File: src/rtl/ipu_pkg.sv
`timescale 1ns/1ps
package ipu_pkg;
  localparam int PRIO_BITS = 8;
  localparam int SRC_BITS  = 24;
  localparam int WORD_BITS = PRIO_BITS + SRC_BITS;

  typedef logic [PRIO_BITS-1:0] prio_t;
  typedef logic [SRC_BITS-1:0]  src_t;

  typedef enum logic [2:0] {
    OP_IDLE,
    OP_ACCEPT,
    OP_EOI,
    OP_CPPR,
    OP_MFRR
  } op_e;

  typedef struct packed {
    logic valid;
    src_t src;
  } note_t;

  // a strictly more favored than b
  function automatic logic beats(prio_t a, prio_t b);
    return a < b;
  endfunction

  // holder keeps its place against a challenger
  function automatic logic holds_off(prio_t holder, prio_t challenger);
    return holder <= challenger;
  endfunction
endpackage

File: src/rtl/ipu_op_select.sv
`timescale 1ns/1ps
module ipu_op_select
  import ipu_pkg::*;
(
  input  logic accept_rd,
  input  logic eoi_wr,
  input  logic cppr_wr,
  input  logic mfrr_wr,
  input  logic offer_valid,
  output op_e  op,
  output logic offer_blocked
);
  always_comb begin
    if (accept_rd)    op = OP_ACCEPT;
    else if (eoi_wr)  op = OP_EOI;
    else if (cppr_wr) op = OP_CPPR;
    else if (mfrr_wr) op = OP_MFRR;
    else              op = OP_IDLE;
  end

  assign offer_blocked = offer_valid && (op != OP_IDLE);
endmodule

File: src/rtl/ipu_offer_arb.sv
`timescale 1ns/1ps
module ipu_offer_arb
  import ipu_pkg::*;
(
  input  logic  offer_en,
  input  prio_t offer_prio,
  input  prio_t cur_cppr,
  input  src_t  pend_src,
  input  prio_t pend_prio,
  output logic  win,
  output logic  refuse,
  output logic  displace
);
  logic busy;
  assign busy     = (pend_src != '0);
  assign win      = offer_en && beats(offer_prio, cur_cppr)
                    && !(busy && holds_off(pend_prio, offer_prio));
  assign refuse   = offer_en && !win;
  assign displace = win && busy;
endmodule

File: src/rtl/ipu_ipi_eval.sv
`timescale 1ns/1ps
module ipu_ipi_eval
  import ipu_pkg::*;
(
  input  logic  trig,
  input  src_t  pend_src,
  input  prio_t pend_prio,
  input  prio_t req_prio,
  output logic  take,
  output logic  displace
);
  logic busy;
  assign busy     = (pend_src != '0);
  assign take     = trig && !(busy && holds_off(pend_prio, req_prio));
  assign displace = take && busy;
endmodule

File: src/rtl/intr_present_unit.sv
`timescale 1ns/1ps
module intr_present_unit
  import ipu_pkg::*;
#(
  parameter src_t IPI_SRC = src_t'(2)
) (
  input  logic                 clk,
  input  logic                 rst_n,
  input  logic                 offer_valid,
  input  logic [SRC_BITS-1:0]  offer_src,
  input  logic [PRIO_BITS-1:0] offer_prio,
  input  logic                 accept_rd,
  input  logic                 cppr_wr,
  input  logic [PRIO_BITS-1:0] cppr_data,
  input  logic                 mfrr_wr,
  input  logic [PRIO_BITS-1:0] mfrr_data,
  input  logic                 eoi_wr,
  input  logic [WORD_BITS-1:0] eoi_data,
  output logic [WORD_BITS-1:0] status_word,
  output logic                 irq_out,
  output logic                 rej_valid,
  output logic [SRC_BITS-1:0]  rej_src,
  output logic                 bounce_valid,
  output logic [SRC_BITS-1:0]  bounce_src,
  output logic                 resend_req,
  output logic                 eoi_valid,
  output logic [SRC_BITS-1:0]  eoi_src
);
  localparam prio_t NO_REQUEST = '1;

  // state
  prio_t cppr_q, pprio_q, mfrr_q;
  src_t  src_q;
  logic  irq_q;
  note_t rej_q, bounce_q, eoi_q;
  logic  resend_q;

  // next state
  prio_t cppr_d, pprio_d, mfrr_d;
  src_t  src_d;
  logic  irq_d;
  note_t rej_d, bounce_d, eoi_d;
  logic  resend_d;

  // named internal events
  op_e   op;
  logic  offer_blocked;
  logic  offer_win_w, offer_refuse_w, offer_disp_w;
  logic  ipi_trig_w, ipi_take_w, ipi_disp_w;
  prio_t ipi_req_w;
  prio_t eoi_cppr_w;

  assign eoi_cppr_w = eoi_data[WORD_BITS-1:SRC_BITS];

  ipu_op_select u_sel (
    .accept_rd     (accept_rd),
    .eoi_wr        (eoi_wr),
    .cppr_wr       (cppr_wr),
    .mfrr_wr       (mfrr_wr),
    .offer_valid   (offer_valid),
    .op            (op),
    .offer_blocked (offer_blocked)
  );

  ipu_offer_arb u_arb (
    .offer_en   (offer_valid && (op == OP_IDLE)),
    .offer_prio (offer_prio),
    .cur_cppr   (cppr_q),
    .pend_src   (src_q),
    .pend_prio  (pprio_q),
    .win        (offer_win_w),
    .refuse     (offer_refuse_w),
    .displace   (offer_disp_w)
  );

  // when does the inter-processor request get evaluated, and at what level
  always_comb begin
    ipi_trig_w = 1'b0;
    ipi_req_w  = mfrr_q;
    case (op)
      OP_EOI:  ipi_trig_w = (src_q == '0) && beats(mfrr_q, eoi_cppr_w);
      OP_CPPR: ipi_trig_w = !beats(cppr_data, cppr_q) && (src_q == '0)
                            && beats(mfrr_q, cppr_data);
      OP_MFRR: begin
        ipi_req_w  = mfrr_data;
        ipi_trig_w = beats(mfrr_data, cppr_q);
      end
      default: ipi_trig_w = 1'b0;
    endcase
  end

  ipu_ipi_eval u_ipi (
    .trig      (ipi_trig_w),
    .pend_src  (src_q),
    .pend_prio (pprio_q),
    .req_prio  (ipi_req_w),
    .take      (ipi_take_w),
    .displace  (ipi_disp_w)
  );

  always_comb begin
    cppr_d   = cppr_q;
    src_d    = src_q;
    pprio_d  = pprio_q;
    mfrr_d   = mfrr_q;
    irq_d    = irq_q;
    rej_d    = '0;
    eoi_d    = '0;
    resend_d = 1'b0;
    bounce_d.valid = offer_valid && (offer_blocked || offer_refuse_w);
    bounce_d.src   = offer_src;

    case (op)
      OP_ACCEPT: begin
        irq_d  = 1'b0;
        cppr_d = pprio_q;
        src_d  = '0;
      end
      OP_EOI: begin
        eoi_d.valid = 1'b1;
        eoi_d.src   = eoi_data[SRC_BITS-1:0];
        cppr_d      = eoi_cppr_w;
        if (src_q == '0) resend_d = 1'b1;
      end
      OP_CPPR: begin
        cppr_d = cppr_data;
        if (beats(cppr_data, cppr_q)) begin
          if ((src_q != '0) && holds_off(cppr_data, pprio_q)) begin
            rej_d.valid = 1'b1;
            rej_d.src   = src_q;
            src_d       = '0;
            irq_d       = 1'b0;
          end
        end else if (src_q == '0) begin
          resend_d = 1'b1;
        end
      end
      OP_MFRR: mfrr_d = mfrr_data;
      default: begin
        if (offer_win_w) begin
          if (offer_disp_w) begin
            rej_d.valid = 1'b1;
            rej_d.src   = src_q;
          end
          src_d   = offer_src;
          pprio_d = offer_prio;
          irq_d   = 1'b1;
        end
      end
    endcase

    if (ipi_take_w) begin
      if (ipi_disp_w) begin
        rej_d.valid = 1'b1;
        rej_d.src   = src_q;
      end
      src_d   = IPI_SRC;
      pprio_d = ipi_req_w;
      irq_d   = 1'b1;
    end
  end

  always_ff @(posedge clk) begin
    if (!rst_n) begin
      cppr_q   <= '0;
      src_q    <= '0;
      pprio_q  <= NO_REQUEST;
      mfrr_q   <= NO_REQUEST;
      irq_q    <= 1'b0;
      rej_q    <= '0;
      bounce_q <= '0;
      eoi_q    <= '0;
      resend_q <= 1'b0;
    end else begin
      cppr_q   <= cppr_d;
      src_q    <= src_d;
      pprio_q  <= pprio_d;
      mfrr_q   <= mfrr_d;
      irq_q    <= irq_d;
      rej_q    <= rej_d;
      bounce_q <= bounce_d;
      eoi_q    <= eoi_d;
      resend_q <= resend_d;
    end
  end

  assign status_word  = {cppr_q, src_q};
  assign irq_out      = irq_q;
  assign rej_valid    = rej_q.valid;
  assign rej_src      = rej_q.src;
  assign bounce_valid = bounce_q.valid;
  assign bounce_src   = bounce_q.src;
  assign resend_req   = resend_q;
  assign eoi_valid    = eoi_q.valid;
  assign eoi_src      = eoi_q.src;
endmodule

File: config.mk
export PLATFORM = sky130hd
export DESIGN_NAME = intr_present_unit
export DESIGN_NICKNAME = d
export VERILOG_FILES = /design/src/rtl/ipu_pkg.sv /design/src/rtl/ipu_op_select.sv /design/src/rtl/ipu_offer_arb.sv /design/src/rtl/ipu_ipi_eval.sv /design/src/rtl/intr_present_unit.sv
export SDC_FILE = /design/constraint.sdc
export NUM_CORES = 1
export LEC_CHECK = 0
export BUFFER_PORTS_ARGS = -buffer_cell sky130_fd_sc_hd__buf_2
export CORE_MARGIN = 2
export CORE_UTILIZATION = 39
export CTS_CLUSTER_DIAMETER = 100
export DETAILED_ROUTE_END_ITERATION = 7
export PLACE_DENSITY = 0.65
export REMOVE_ABC_BUFFERS = 1
export SETUP_SLACK_MARGIN = 0.05
export SLEW_MARGIN = 10
export SYNTH_ARGS = -nofsm -noshare
export SYNTH_HDL_FRONTEND = slang
export SYNTH_HIERARCHICAL = 1
export SYNTH_SLANG_ARGS = --single-unit
File: constraint.sdc
create_clock -name clk -period 7.78 [get_ports clk]
set_input_delay 0.389 -clock clk [delete_from_list [all_inputs] [get_ports clk]]
set_output_delay 0.389 -clock clk [all_outputs]
set_load 0.005 [all_outputs]
# Word-level counts from Yosys, hierarchy flattened
# Index checks and enable logic that the tools add are counted.
# classes
magnitude_cmp	8
n_eq_ne	10
muxes	31
bitwise	2
n_reduce_logical	36
# ops
cell	n
$mux 25	7
$mux 24	3
$pmux 24 s3	1
$pmux 25 s2	1
$lt 8x8->1	5
$mux 8	4
$le 8x8->1	3
$logic_not 24->1	1
$pmux 8 s3	1
$reduce_bool 24->1	1
$logic_and 1x1->1	15
$mux 3	4
$reduce_bool 3->1	3
$reduce_and 4->1	2
$eq 3x2->1 const B	2
$mux 1	6
$ne 3x2->1 const B	2
$pmux 1 s3	2
$logic_not 1->1	4
$ne 2x1->1 const B	2
$ne 2x2->1 const B	2
$reduce_and 2->1	2
$reduce_bool 4->1	1
$reduce_or 2->1	2
other kinds (10)	11
# word_totals
regBits	125
input_bits	87
output_inout_bits	109

# Longest topological paths before layout
# Gate-level depths: netlist of the first run.
# logic_depth
word_depth	14
depth_mapped	19
ltp_nobuf	15

# By module
# The synthesis of the first run kept the hierarchy.
# modules_own_cells
module	n_inst	cells_per_inst	area_each_um2
intr_present_unit	1	541	5228.8
ipu_offer_arb	1	65	469.2
ipu_ipi_eval	1	40	299.0
ipu_op_select	1	6	40.0

# Worst setup path after synthesis of the first run
# Ideal clock, no wire load.
# synth_path
kind	in2reg
from	input cppr_wr
to	register src_q[10]
setup_ps	132
arrival_ps	3451
setup_slack_ps	4197
path_stages	15
cell_sequence	nor4b_1 > and2_1 > buf_2 > mux2i_1 > inv_1 > inv_1 > ha_1 > and4_1 > nand2_1 > o211ai_1 > a31oi_1 > clkbuf_1 > nand2b_1 > clkbuf_1 > a21oi_1
# synth_between
elab_chain_cells	10
# synth_lines
item	line	rtl
start, declared	intr_present_unit.sv:13	input logic cppr_wr,
$mux 3	ipu_op_select.sv:16	else if (cppr_wr) op = OP_CPPR;
$mux 3	ipu_op_select.sv:15	else if (eoi_wr) op = OP_EOI;
$mux 3	ipu_op_select.sv:14	if (accept_rd) op = OP_ACCEPT;
$eq 3x3->1	intr_present_unit.sv:80	case (op)
$mux 8	--	
named net ipi_req_w[3]	intr_present_unit.sv:50	prio_t ipi_req_w;
$le 8x8->1	ipu_pkg.sv:30	return holder <= challenger;
$logic_and 1x1->1	ipu_ipi_eval.sv:14	assign take = trig && !(busy && holds_off(pend_prio, req_prio));
$logic_not 1->1	ipu_ipi_eval.sv:14	
$logic_and 1x1->1	ipu_ipi_eval.sv:14	
named net ipi_take_w	intr_present_unit.sv:49	logic ipi_trig_w, ipi_take_w, ipi_disp_w;
$reduce_or 2->1 (no line)	--	
end signal, assigned	intr_present_unit.sv:176	src_q <= src_d;
end, declared	intr_present_unit.sv:33	src_t src_q;
# The timed path passes the listed nets, and every way through them passes these cells.
# A chain may end at the register's enable or synchronous reset.

# Final worst setup path of the first run
# layout_path
from	input eoi_wr
to	register src_q[3]
# layout_between
elab_chain_cells	9
# layout_lines
item	line	rtl
start, declared	intr_present_unit.sv:17	input logic eoi_wr,
$mux 3	ipu_op_select.sv:15	
$mux 3	ipu_op_select.sv:14	
named net op[0]	intr_present_unit.sv:46	op_e op;
$eq 3x3->1	intr_present_unit.sv:80	
$mux 8	--	
named net ipi_req_w[1]	intr_present_unit.sv:50	
$le 8x8->1	ipu_pkg.sv:30	
$logic_and 1x1->1	ipu_ipi_eval.sv:14	
$logic_not 1->1	ipu_ipi_eval.sv:14	
$logic_and 1x1->1	ipu_ipi_eval.sv:14	
named net ipi_take_w	intr_present_unit.sv:49	
$reduce_or 2->1 (no line)	--	
# The timed path passes the listed nets, and every way through them passes these cells.

==> results of run 1 <==
## final cells by class
type                            count  area (µm²)
Inverter                           64       240.2
Fill cell                        1433        7405
Multi-Input combinational cell    433        3152
Timing Repair Buffer              202        1028
Tap cell                          188       235.2
Clock buffer                       19       442.9
Sequential cell                   125        2502
Clock inverter                     13       140.1
## critical path: stages
cell                       delay [ns]
sky130_fd_sc_hd__buf_2           0.12
sky130_fd_sc_hd__inv_1           0.05
sky130_fd_sc_hd__a21o_2          0.36
sky130_fd_sc_hd__nor2_2          0.20
sky130_fd_sc_hd__and2_1          0.48
sky130_fd_sc_hd__mux2i_1         0.40
sky130_fd_sc_hd__inv_1           0.07
sky130_fd_sc_hd__inv_1           0.07
sky130_fd_sc_hd__ha_1            0.24
sky130_fd_sc_hd__and4_1          0.19
sky130_fd_sc_hd__nand2_1         0.08
sky130_fd_sc_hd__o211ai_1        0.11
sky130_fd_sc_hd__a31oi_1         0.48
sky130_fd_sc_hd__nand2b_1        0.82
sky130_fd_sc_hd__a21oi_1         0.09
## Yosys cell counts, drive strengths merged
master / instances
nor2b: 4
mux2i: 16
o211ai: 28
nor4b: 2
or2: 1
a211o: 1
o311ai: 1
o211a: 2
a32o: 1
dfxtp: 125
nor2: 20
o2111ai: 1
nor3: 1
a21oi: 49
a41o: 1
a2bb2oi: 1
nand2: 60
a2111oi: 3
or3: 1
nand4: 8
o31a: 1
a21boi: 2
buf: 15
a21o: 9
clkbuf: 15
ha: 59
a31oi: 2
o22ai: 1
a22oi: 1
nor4: 18
nor3b: 1
a211oi: 6
o21ai: 19
nand2b: 8
nand3: 3
o221a: 8
o21a: 4
o41a: 1
xor2: 1
and4: 4
a31o: 1
and2: 74
mux2: 8
o31ai: 1
inv: 64
## path summary, 6_finish.rpt
kind                                              from                      to  slack (ns)  depth (start not counted)
worst min-delay path                      eoi_data[12]  eoi_src[12]$_SDFF_PN0_        0.18                          2
worst max register to register  cppr_q[7]$_SDFFE_PN0P_   src_q[3]$_SDFFE_PP0P_        4.19                         11
worst min register to register    irq_out$_SDFFE_PN0P_    irq_out$_SDFFE_PN0P_        0.52                          2
worst max-delay path                            eoi_wr   src_q[3]$_SDFFE_PP0P_        3.87                         15
## placed cells by master (no fill, tap or decap), drive strengths merged, types with 2 or more instances in the layout
cell type and instances:
a2111oi 3, a211oi 6, a21boi 2, a21o 9
a21oi 49, a31oi 2, and2 74, and4 4
buf 202, bufinv 2, clkbuf 19, clkinv 5
clkinvlp 4, dfxtp 125, ha 59, inv 66
mux2 8, mux2i 16, nand2 60, nand2b 8
nand3 3, nand4 8, nor2 20, nor2b 4
nor4 18, nor4b 2, o211a 2, o211ai 28
o21a 4, o21ai 19, o221a 8
## flip-flops by register name, indices dropped and copies added, names as in the netlist, 8 cells and up
name	count
eoi_src	24
rej_src	24
src_q	24
mfrr_q	8
cppr_q	8
pprio_q	8
bounce_src	24
## kinds of logic after synthesis
| kind of cell | count (synthesis) | synth area share (%) |
|---|---|---|
| AOI/OAI and AO/OA | 144 | 16.89 |
| xor gates and xnor gates | 1 | 0.1451 |
| adders and majority gates | 59 | 12.23 |
| buffers and inverters | 94 | 6.445 |
| DFF | 125 | 41.45 |
| muxes | 24 | 4.145 |
| and+or+nand+nor | 205 | 18.69 |
## per-layer routing
layer  GRT usage [%]  vias to the layer above  share of wire [%]
li1                -                     2661                  -
met5               0                        -                  0
met4           5.365                        0               0.77
met2           32.23                      221                 45
met1           28.01                     2466                 47
met3           4.823                       14                7.1
## stage by stage
step	hold slack, ns	util [%]	instances	setup WS, ns	power, mW
after floorplan	0.4509	-	622	2.999	0.7888
after global placement	0.4888	47.26	1012	3.592	0.8780
after detailed placement	0.5035	47.26	1012	3.505	0.8789
after CTS	0.1630	51.11	1044	3.908	1.658
after global routing	0.1659	51.11	1044	3.484	1.711
final	0.1798	51.11	1044	3.873	1.643
## power by group through the flow
stage	Sequential [mW]	Combinational [mW]	Clock (mW)
6_report	0.668	0.198	0.777
5_1_grt	0.670	0.221	0.819
4_1_cts	0.668	0.198	0.792
3_5_place_dp	0.682	0.197	0
3_3_place_gp	0.682	0.196	0
2_1_floorplan	0.682	0.107	0
==> results.txt, run 1 <==
- Relative contribution of the clock network to total power: 47.3%
* Total Neg Setup Slack: 0 ns
* Grt total ovfl: 0
- Summed over all instances, the cell type with the most area after synthesis is sky130_fd_sc_hd__dfxtp_1.
- Data on the critical path is required at its endpoint by 8.03 ns.
- Yosys printed 6 warnings.
- Global-route wire length before repair: 26.37 mm
- The analysis attributes to cell leakage a power of 3.773 nW.
- Final Instance Area: 7741 µm²
* Startpoint types: input port
* Remaining design rule violation count: 0
* Final cycle utilization of the critical path: 50.22%
- Critical path data arrival time: 4.16 ns
* Final RePlAce weighted congestion: 0.8095
- Hold Crit Class: in -> reg
- The wire-length estimate of the detail-placed layout is 12.60 mm.
* Drt via density: 5.136
* Max H-tree Level: 4
* Kind of end point of the critical path: flop
- The final layout contains routed wiring with a total length of 16.75 mm.
* Max_slew headroom: 35.94%
* Vias: 5362
* Root Buffer Master: sky130_fd_sc_hd__clkbuf_16
- GR Util All Layers: 20.36%
- DIE AREA: 16490 µm²
- Power spread over the standard cell area amounts to 212.3 nW/µm².
* Overall die height: 128.4 µm
- The floorplan step set the die width to 128.4 µm.
* Worst IR Drop VDD: 0.0001510 V
- The share of the Yosys chip area taken by registers is 41.45%.
* Skew final: 0.01218 ns
- A synthesized cell averages 9.259 µm².
- Row generation in the floorplan step produced 45 rows.
- The via count of the first global-routing pass came to 5031.
- Summing every instance area after synthesis gives 6037 µm².
* Port-buffer cells: 195
- The final layout contains 989 nets.
* Pin slew with the least headroom to its limit: 0.9609 ns
* Clock network latency to the later pin of the worst-skew pair: 0.41 ns
* Max-slew violation count: 0
- The number of antenna violations at the first check in global routing came to 0.
- After layout, the minimum clock period comes to 3.907 ns.
- Entering global routing, the biggest net connects 56 pins.
* Fraction of final layout cells sized beyond drive strength 1: 30.26%
- Post-synth top area share: 41.45%
* Net Switching: 422.2 µW
- The tool flagged a number of max-cap violations equal to 0.
* Placement Cell Area: 7158 µm²
- TritonCTS built the clock tree.
- The total area inside the core boundary comes to 15150 µm².
- Synthesis handed over a netlist of 652 instances.
* Outcome: completed
- Of the total power, the share spent switching nets is 25.69%.
- Largest fanout on the critical path: 23
* Setup repair after global routing missed its margin: no
- The critical path in this run is classified as in -> reg.
* Design internal power: 1.221 mW
- Pin placement for this block handled 196 I/O pins.
* DR iter-0 viols: 378
- Antenna violation net count after detailed routing: 0
* Cell types with the largest area share after synthesis: sky130_fd_sc_hd__dfxtp_1 (41%), sky130_fd_sc_hd__ha_1 (12%), sky130_fd_sc_hd__and2_1 (7.7%)
- Maximum count of clock buffers along a single path: 2
* First-pass detailed-route iteration total: 5
* Achievable frequency: 256.0 MHz
- The synthesized netlist contains 54 unique library cells.
- Buffers inserted to repair hold after CTS numbered 0.
- The number of clock buffers added by TritonCTS is 17.
- Initial Utilization: 39.86%
- Final antenna diode count: 0
- Number of resized instances in the post-cts repair step: 0
* Power share of the sequential group: 40.7%
- The count of final hold-check violations was 0.
- Setup violations remaining at the end of the flow were counted as 0.
- Signed area change from the synthesized netlist to the final layout: 28.23%
* Buffers inserted by post-CTS timing repair: 0
* Comb pwr share: 12.0%
* Clock Sinks: 125
* Synthesis-stage register bit count: 125
- After clock tree synthesis, the clock-pin slew on the worst setup and hold paths is 0.06 ns.
- After detailed routing, the average wire length per cell comes to 16.04 µm.
(Power assumes the default switching activity.)
==> inputs of run 2 (changes only) <==
- ABC_AREA: unset -> 1
- PLACE_DENSITY: 0.65 -> 0.67
- clock period: 7.78 -> 3.2 ns (I/O delays scaled with it)
==> run 2 against run 1 <==
  * Area after synthesis grew 1.2%
  * Largest power group unchanged
  * Core utilization up 3.8 points
  * Critical endpoint is now pprio_q[6]$_SDFFE_PN1P_
  * Critical path depth grew 3
  * Final cell count grew 26%
  * Die area grew 1.2%
  * Global-route usage up 1.1 points
  * Via count is 12% higher
  * Register-to-register slack got worse by 3.8 ns
==> results.txt, run 2 <==
* Req. time, crit path: 3.49 ns
- Initial Utilization: 40.05%
- Design internal power: 2.970 mW
- Area of all sequential standard cells: 2502 µm²
* Setup Crit Path Kind: reg -> reg
* Total Neg Setup Slack: 0 ns
* Maximum count of clock buffers along a single path: 2
- Dividing the detail-routed via count by the number of cells gives 4.588.
- Entering global routing, the biggest net connects 44 pins.
* Gate Count Post-Synth: 838
* WL/cell: 13.56 µm
* Net Switching: 1.191 mW
- Power share of the sequential group: 39.6%
- Count of distinct cell types in the synthesized netlist: 35
- TritonCTS built the clock tree.
- The multi-input combinational cells in the finished layout cover a total of 2865 µm².
- The analysis attributes to cell leakage a power of 4.660 nW.
* Port-buffer cells: 195
* First-pass detailed-route iteration total: 5
- Sequential-to-total area share from yosys stat: 40.95%
- Relative contribution of the clock network to total power: 44.0%
* Synth Area per Inst: 7.292 µm²
- The worst hold path belongs to the class in -> reg.
- The count of final hold-check violations is 0.
* DP Worst Slack: 0.2157 ns
- Comb pwr share: 16.3%
- Net Sw Frac: 28.62%
- After detailed routing, the number of remaining DRC violations is 0.
* Horizontal die dimension: 129.2 µm
- Skew final: 0.009683 ns
- Counting I/O delays and the setup requirement, the final critical path takes 2.810 ns.
- Together, buffers and inverters on the worst path number 4.
* CTS clock-pin slew for the worst setup and hold paths: 0.06 ns
* Number of ports placed on the die boundary: 196
* Max H-tree Level: 4
- By area, the combinational part of the netlist is dominated by simple AND/OR/NAND/NOR gates.
- Summed over all layers, the routed wires come to 17.81 mm.
- The tool flagged a number of max-cap violations equal to 0.
* Most common cell after layout, fill and taps aside: sky130_fd_sc_hd__buf_2
* Leading area contributor after synthesis: sky130_fd_sc_hd__dfxtp_1
* Critical path data arrival time: 3.10 ns
- Asr flop ratio synth: 0%
- Across the VDD grid, the largest voltage drop is 0.0003700 V.
* Core area: 15260 µm²
- Global routing used 21.43% of the available tracks.
* Complex-gate fraction of the synthesized area: 11.10%
- Pin slew with the least headroom to its limit: 0.7372 ns
- Fraction of final layout cells sized beyond drive strength 1: 24.48%
- Final RePlAce weighted congestion: 0.8572
* Max-slew violation count: 0
- Outcome: completed
- For this run, the slowest stage of the critical path takes 0.37 ns.
* FF-to-FF setup slack: 0.39 ns
- Buffers inserted by post-CTS timing repair: 0
- Largest fanout on the critical path: 13
* Root Buffer Master: sky130_fd_sc_hd__clkbuf_16
* Grt total ovfl: 0
- Max_slew headroom: 50.80%
* Inserted Clock Buffers: 17
* DR iter-0 viols: 346
* Number of nets in the final layout: 1236
* Warnings, synthesis: 6
* Final setup fails: 0
- Post-synthesis share of cell area spent on full adders, half adders and majority gates: 12.08%
- Synthesized-area fraction occupied by and/or/nand/nor cells: 23.67%
- Vias: 6029
- The synthesized netlist occupies a cell area of 6111 µm².
* Most frequently used flop master after synthesis: sky130_fd_sc_hd__dfxtp_1
- Fill cells in the final layout number 1448.
- Setup repair after global routing missed its margin: no
- Category of cells accounting for the largest share of critical-path delay: compound AO/OA/AOI/OAI gates
- After floorplanning, the core was divided into 45 placement rows.
- Pwr Density: 496.3 nW/µm²
* Xor/xnor cell area share of the yosys netlist: 0%
- DIE AREA: 16690 µm²
- Overall die height: 129.2 µm
* Cell types with the largest area share after synthesis: sky130_fd_sc_hd__dfxtp_1 (41%), sky130_fd_sc_hd__ha_1 (12%), sky130_fd_sc_hd__nand2_1 (12%)
* Final core utilization: 54.94%
* Clock Sinks: 125
- Of the available clock period, the critical path in the final layout requires 87.80%.
- The design draws 4.160 mW.
- The first global-routing pass estimated 27.86 mm of wire.
* Number of enable flip-flop cells after synthesis: 0
* Final antenna diode count: 0
* Worst path slowest cell: sky130_fd_sc_hd__dfxtp_1
- Number of antenna violations at the first check in global routing: 0
* Kind of end point of the critical path: flop
* Startpoint types: flop
- Most repeated library cell on the critical path: sky130_fd_sc_hd__nand2_1
- Achievable frequency: 355.9 MHz
* Fin worst setup slack: 0.3904 ns
* Leading cell types in the layout, fill and taps excluded: sky130_fd_sc_hd__buf_2 (195), sky130_fd_sc_hd__nand2_1 (187), sky130_fd_sc_hd__inv_1 (162)
- Share of cell area taken by muxes after synthesis: 0%
- Count leader, synth: sky130_fd_sc_hd__nand2_1
* Signed area change from the synthesized netlist to the final layout: 37.18%
- Walking the worst path, the cells encountered are inv_1 -> ha_1 -> o21ai_0 -> nand2_1 -> nand2_1 -> nand2_1 -> nand2_1 -> nand2_2 -> nand4_1 -> o211ai_1 -> inv_1 -> a21oi_2 -> inv_1 -> buf_4 -> nand2_1 -> o21ai_0 -> a21oi_1 -> o21ai_0.
* Detailed placer's ending HPWL: 12.89 mm
- The synthesized design devotes to its leading area cell type 40.95% of total area.
- Synthesis-stage register bit count: 125
* Antenna violation net count after detailed routing: 0
- Clock network latency to the later pin of the worst-skew pair: 0.42 ns
- The via count of the first global-routing pass came to 5626.
- The commonest cells after synthesis are sky130_fd_sc_hd__nand2_1 (188), sky130_fd_sc_hd__inv_1 (162), sky130_fd_sc_hd__dfxtp_1 (125), sky130_fd_sc_hd__nor2_1 (106), sky130_fd_sc_hd__ha_1 (59).
[run 2: cell types whose count changed after synthesis, moves of 9 or more]
cell                       before  now
sky130_fd_sc_hd__o21ai_0       14   29
sky130_fd_sc_hd__nand2_1       60  188
sky130_fd_sc_hd__nor2_1        19  106
sky130_fd_sc_hd__inv_1         64  162
sky130_fd_sc_hd__mux2i_1       16    0
sky130_fd_sc_hd__nor4_1        14    1
sky130_fd_sc_hd__o211ai_1      28    1
sky130_fd_sc_hd__and2_1        74    0
sky130_fd_sc_hd__nand3_1        3   12
[run 2: metrics by stage]
stage	cell area [µm²]	hold slack [ns]	cells
after floorplan	6003	0.2287	816
after global placement	7326	0.3568	1233
after detailed placement	7326	0.3561	1233
after CTS	8381	0.02947	1314
after global routing	8383	0.04111	1314
final	8383	0.03437	1314
[run 2: what timing repair did]
item / in CTS / in global routing
hold buffers: 49 / 0
gates resized for setup: 0 / 1
endpoints found under the setup margin: 0 / 3
endpoints found under the hold margin: 61 / 0
[run 2: worst register-to-register path, cell delays in order, from the launching register on]
cell and delay (ns):
sky130_fd_sc_hd__dfxtp_1 0.37, sky130_fd_sc_hd__inv_1 0.08, sky130_fd_sc_hd__ha_1 0.26, sky130_fd_sc_hd__o21ai_0 0.08
sky130_fd_sc_hd__nand2_1 0.10, sky130_fd_sc_hd__nand2_1 0.07, sky130_fd_sc_hd__nand2_1 0.10, sky130_fd_sc_hd__nand2_1 0.07
sky130_fd_sc_hd__nand2_2 0.13, sky130_fd_sc_hd__nand4_1 0.12, sky130_fd_sc_hd__o211ai_1 0.31, sky130_fd_sc_hd__inv_1 0.09
sky130_fd_sc_hd__a21oi_2 0.22, sky130_fd_sc_hd__inv_1 0.13, sky130_fd_sc_hd__buf_4 0.20, sky130_fd_sc_hd__nand2_1 0.07
sky130_fd_sc_hd__o21ai_0 0.08, sky130_fd_sc_hd__a21oi_1 0.11, sky130_fd_sc_hd__o21ai_0 0.11
[run 2: cell families (layout without fill, tap and decap cells)]
family | Yosys count | in the layout
buf+inv | 192 | 457
simple gates | 347 | 347
fa+ha+maj | 59 | 59
flops | 125 | 125
compound gates | 115 | 115
[run 2: power by group through the flow]
stage	registers, mW	clock network, mW	logic [mW]
6_report	1.65	1.83	0.678
5_1_grt	1.66	1.93	0.771
4_1_cts	1.65	1.87	0.673
3_5_place_dp	1.68	0	0.622
3_3_place_gp	1.68	0	0.614
2_1_floorplan	1.68	0	0.369
[run 2: cell type report]
type | instances | area share (%)
flip-flops and latches | 125 | 29.85
multi-input cells | 521 | 34.18
well taps | 211 | 3.149
clock inverters | 15 | 1.657
repair buffers | 255 | 18.48
clock buffers | 17 | 5.075
inverters | 170 | 7.612
[run 2: final timing paths]
| kind | startpoint | to | cells past startpoint |
|---|---|---|---|
| worst max-delay path | cppr_q[1]$_SDFFE_PN0P_ | pprio_q[6]$_SDFFE_PN1P_ | 18 |
| worst min-delay path | eoi_data[27] | cppr_q[3]$_SDFFE_PN0P_ | 3 |
| worst min register to register | src_q[19]$_SDFFE_PP0P_ | rej_src[19]$_SDFF_PN0_ | 2 |
| worst max register to register | cppr_q[1]$_SDFFE_PN0P_ | pprio_q[6]$_SDFFE_PN1P_ | 18 |
[run 2: layer usage]
metal | vias up | wire length [µm] | part of all wire [%] | GRT usage, %
li1 | 3107 | - | - | -
met1 | 2676 | 8070 | 45 | 27.52
met2 | 213 | 8208 | 46 | 35.23
met3 | 33 | 1090 | 6.1 | 4.624
met4 | 0 | 442 | 2.5 | 8.376
met5 | - | 0 | 0 | 0
==> inputs of run 3 (changes only) <==
- CELL_PAD_IN_SITES_DETAIL_PLACEMENT: unset -> 0
- CELL_PAD_IN_SITES_GLOBAL_PLACEMENT: unset -> 1
- CORE_UTILIZATION: 39 -> 32
- PLACE_DENSITY: 0.67 -> 0.77
==> run 3 against run 2 <==
  * Clock skew increased by 0.00073 ns
  * First-iteration DRC count decreased by 22%
  * Via count decreased by 1.9%
  * Sequential power about the same
  * Clock power decreased by 3%
  * Largest cell class unchanged
==> results.txt, run 3 (synthesis results as in run 2) <==
* Clock network latency to the later pin of the worst-skew pair: 0.41 ns
* Number of ports placed on the die boundary: 196
- The flow ran to the end, and the final reports show no timing, DRC or antenna violations.
- Power spread over the standard cell area amounts to 487.5 nW/µm².
* Final RePlAce weighted congestion: 0.8521
* Pin slew with the least headroom to its limit: 0.7370 ns
- Detailed routing inserted a total of 5916 vias.
- Of the cells placed in the final design, the portion with a size suffix greater than 1 is 24.66%.
- Counting along the longest clock path gives a buffer depth of 2.
- Root Buffer Master: sky130_fd_sc_hd__clkbuf_16
* Final setup fails: 0
* Max H-tree Level: 4
- Clock tree synthesis found a total of 125 sinks.
* Net Switching: 1.208 mW
* Setup Crit Path Kind: reg -> reg
- Final antenna diode count: 0
- Summed over all cells, the static leakage comes to 4.667 nW.
- The via count of the first global-routing pass is 5764.
- Final cycle utilization of the critical path: 83.02%
- Buffers added to address setup during post-CTS repair amount to 0.
* Global-route wire length before repair: 29.45 mm
* Total wire length after detailed routing: 18.60 mm
* Maximum number of pins on one net before global-route repair: 44
- The final number of max-transition violations came to 0.
* Clock tree from TritonCTS: built
- Critical path data arrival time: 2.95 ns
- Setup repair after global routing missed its margin: no
- Across all hold checks on the routed design, the worst slack comes to 0.05059 ns.
- In the global route stage, overall resource usage came out at 18.73%.
* Final core utilization: 44.99%
- Overall die height: 142.2 µm
- The worst path needs 2.657 ns of the cycle, external delays included.
* Horizontal die dimension: 142.2 µm
* First-pass detailed-route iteration total: 5
- STA classifies the critical path startpoint as a flop.
- The count of final hold-check violations came to 0.
* Inserted Clock Buffers: 17
- Antenna violation net count after detailed routing: 0
- Achievable frequency: 376.4 MHz
* Total Neg Setup Slack: 0 ns
* Hold Crit Class: in -> reg
- Worst IR Drop VDD: 0.0004436 V
* Power share of the sequential group: 40.2%
- For the worst setup path, the data required time is 3.49 ns.
- The detailed router finished its first iteration with 269 violations.
* CTS clock-pin slew for the worst setup and hold paths: 0.06 ns
- In the routed design, unresolved DRC markers number 0.
- Hold repair after CTS inserted 49 buffers.
* Number of nets in the final layout: 1240
* Skew final: 0.01041 ns
- Max-cap violations in this run came to 0.
- Of all nets on the critical path, the largest fanout is 11.
- Kind of end point of the critical path: flop
* Number of resized instances in the post-cts repair step: 0
* Detailed placer's ending HPWL: 13.86 mm
* Design internal power: 2.895 mW
- The top cell types in the final layout, fill and taps aside, are sky130_fd_sc_hd__buf_2 (195), sky130_fd_sc_hd__nand2_1 (188), sky130_fd_sc_hd__inv_1 (162).
- Signed area change from the synthesized netlist to the final layout: 37.71%
* Drt via density: 4.412
- Initial Utilization: 32.67%
* Max_slew headroom: 50.81%
* WL/cell: 13.87 µm
* DIE AREA: 20220 µm²
- The number of antenna violations at the first check in global routing was 0.
* Net Sw Frac: 29.44%
- The setup check on the worst reg-to-reg path leaves a slack of 0.54 ns.
* Most common cell after layout, fill and taps aside: sky130_fd_sc_hd__buf_2
- In this run the core area contains 50 standard-cell rows.
- Grt total ovfl: 0
- The clock network is responsible for 43.2% of the overall power.
- The share of total power dissipated in combinational logic is 16.6%.
- Port-buffer cells: 195
- Core area: 18710 µm²
==> run 3: cell types whose count changed in the layout (fill, tap and decap cells not counted), sizes merged <==
| cell | before | now |
|---|---|---|
| bufinv | 1 | 0 |
| clkinv | 5 | 6 |
| buf | 206 | 210 |
==> run 3: power by group through the flow <==
stage                     clock network, mW  logic (mW)  registers (mW)
after global routing                   1.88       0.787            1.66
final                                  1.77       0.683            1.65
after floorplan                           0       0.369            1.68
after global placement                    0       0.631            1.68
after CTS                              1.81       0.689            1.65
after detailed placement                  0       0.637            1.68
==> run 3: path summary, 6_finish.rpt <==
| check | startpoint | cells after the start | to |
|---|---|---|---|
| worst min-delay path | eoi_data[31] | 3 | cppr_q[7]$_SDFFE_PN0P_ |
| worst max register to register | cppr_q[1]$_SDFFE_PN0P_ | 18 | pprio_q[1]$_SDFFE_PN1P_ |
| worst max-delay path | cppr_q[1]$_SDFFE_PN0P_ | 18 | pprio_q[1]$_SDFFE_PN1P_ |
| worst min register to register | src_q[22]$_SDFFE_PP0P_ | 2 | rej_src[22]$_SDFF_PN0_ |
==> run 3: metal layers <==
metal / vias to the layer above / GRT usage (%) / share of wire, %
li1: 3114 / - / -
met1: 2613 / 23.97 / 47
met2: 168 / 31.27 / 47
met3: 21 / 4.408 / 5.0
met4: 0 / 5.842 / 1.7
met5: - / 0 / 0
==> run 3: per-stage QoR <==
step           cells  power [mW]  worst slack, ns  area, µm²
6_report        1341       4.102           0.5433       8416
4_1_cts         1341       4.151           0.5114       8416
5_1_grt         1341       4.321           0.1891       8416
3_3_place_gp    1260       2.315           0.4310       7385
2_1_floorplan    816       2.046           0.2163       6003
3_5_place_dp    1260       2.320           0.3141       7385
==> run 3: cell type report <==
type	count	area [µm²]
fillers	1897	10290
inverters	170	638.1
multi-input cells	521	2863
flip-flops and latches	125	2502
clock inverters	15	115.1
clock buffers	17	425.4
well taps	234	292.8
repair buffers	259	1579
==> run 3: worst max-delay path: stages (launching register included) <==
cell                       delay (ns)
sky130_fd_sc_hd__dfxtp_1         0.36
sky130_fd_sc_hd__inv_1           0.08
sky130_fd_sc_hd__ha_1            0.27
sky130_fd_sc_hd__o21ai_0         0.07
sky130_fd_sc_hd__nand2_1         0.10
sky130_fd_sc_hd__nand2_1         0.06
sky130_fd_sc_hd__nand2_1         0.10
sky130_fd_sc_hd__nand2_1         0.06
sky130_fd_sc_hd__nand2_1         0.10
sky130_fd_sc_hd__nand4_1         0.11
sky130_fd_sc_hd__o211ai_1        0.28
sky130_fd_sc_hd__inv_1           0.09
sky130_fd_sc_hd__a21oi_2         0.20
sky130_fd_sc_hd__inv_1           0.12
sky130_fd_sc_hd__buf_4           0.19
sky130_fd_sc_hd__nand2_1         0.07
sky130_fd_sc_hd__o21ai_0         0.08
sky130_fd_sc_hd__a21oi_1         0.11
sky130_fd_sc_hd__o21ai_0         0.09
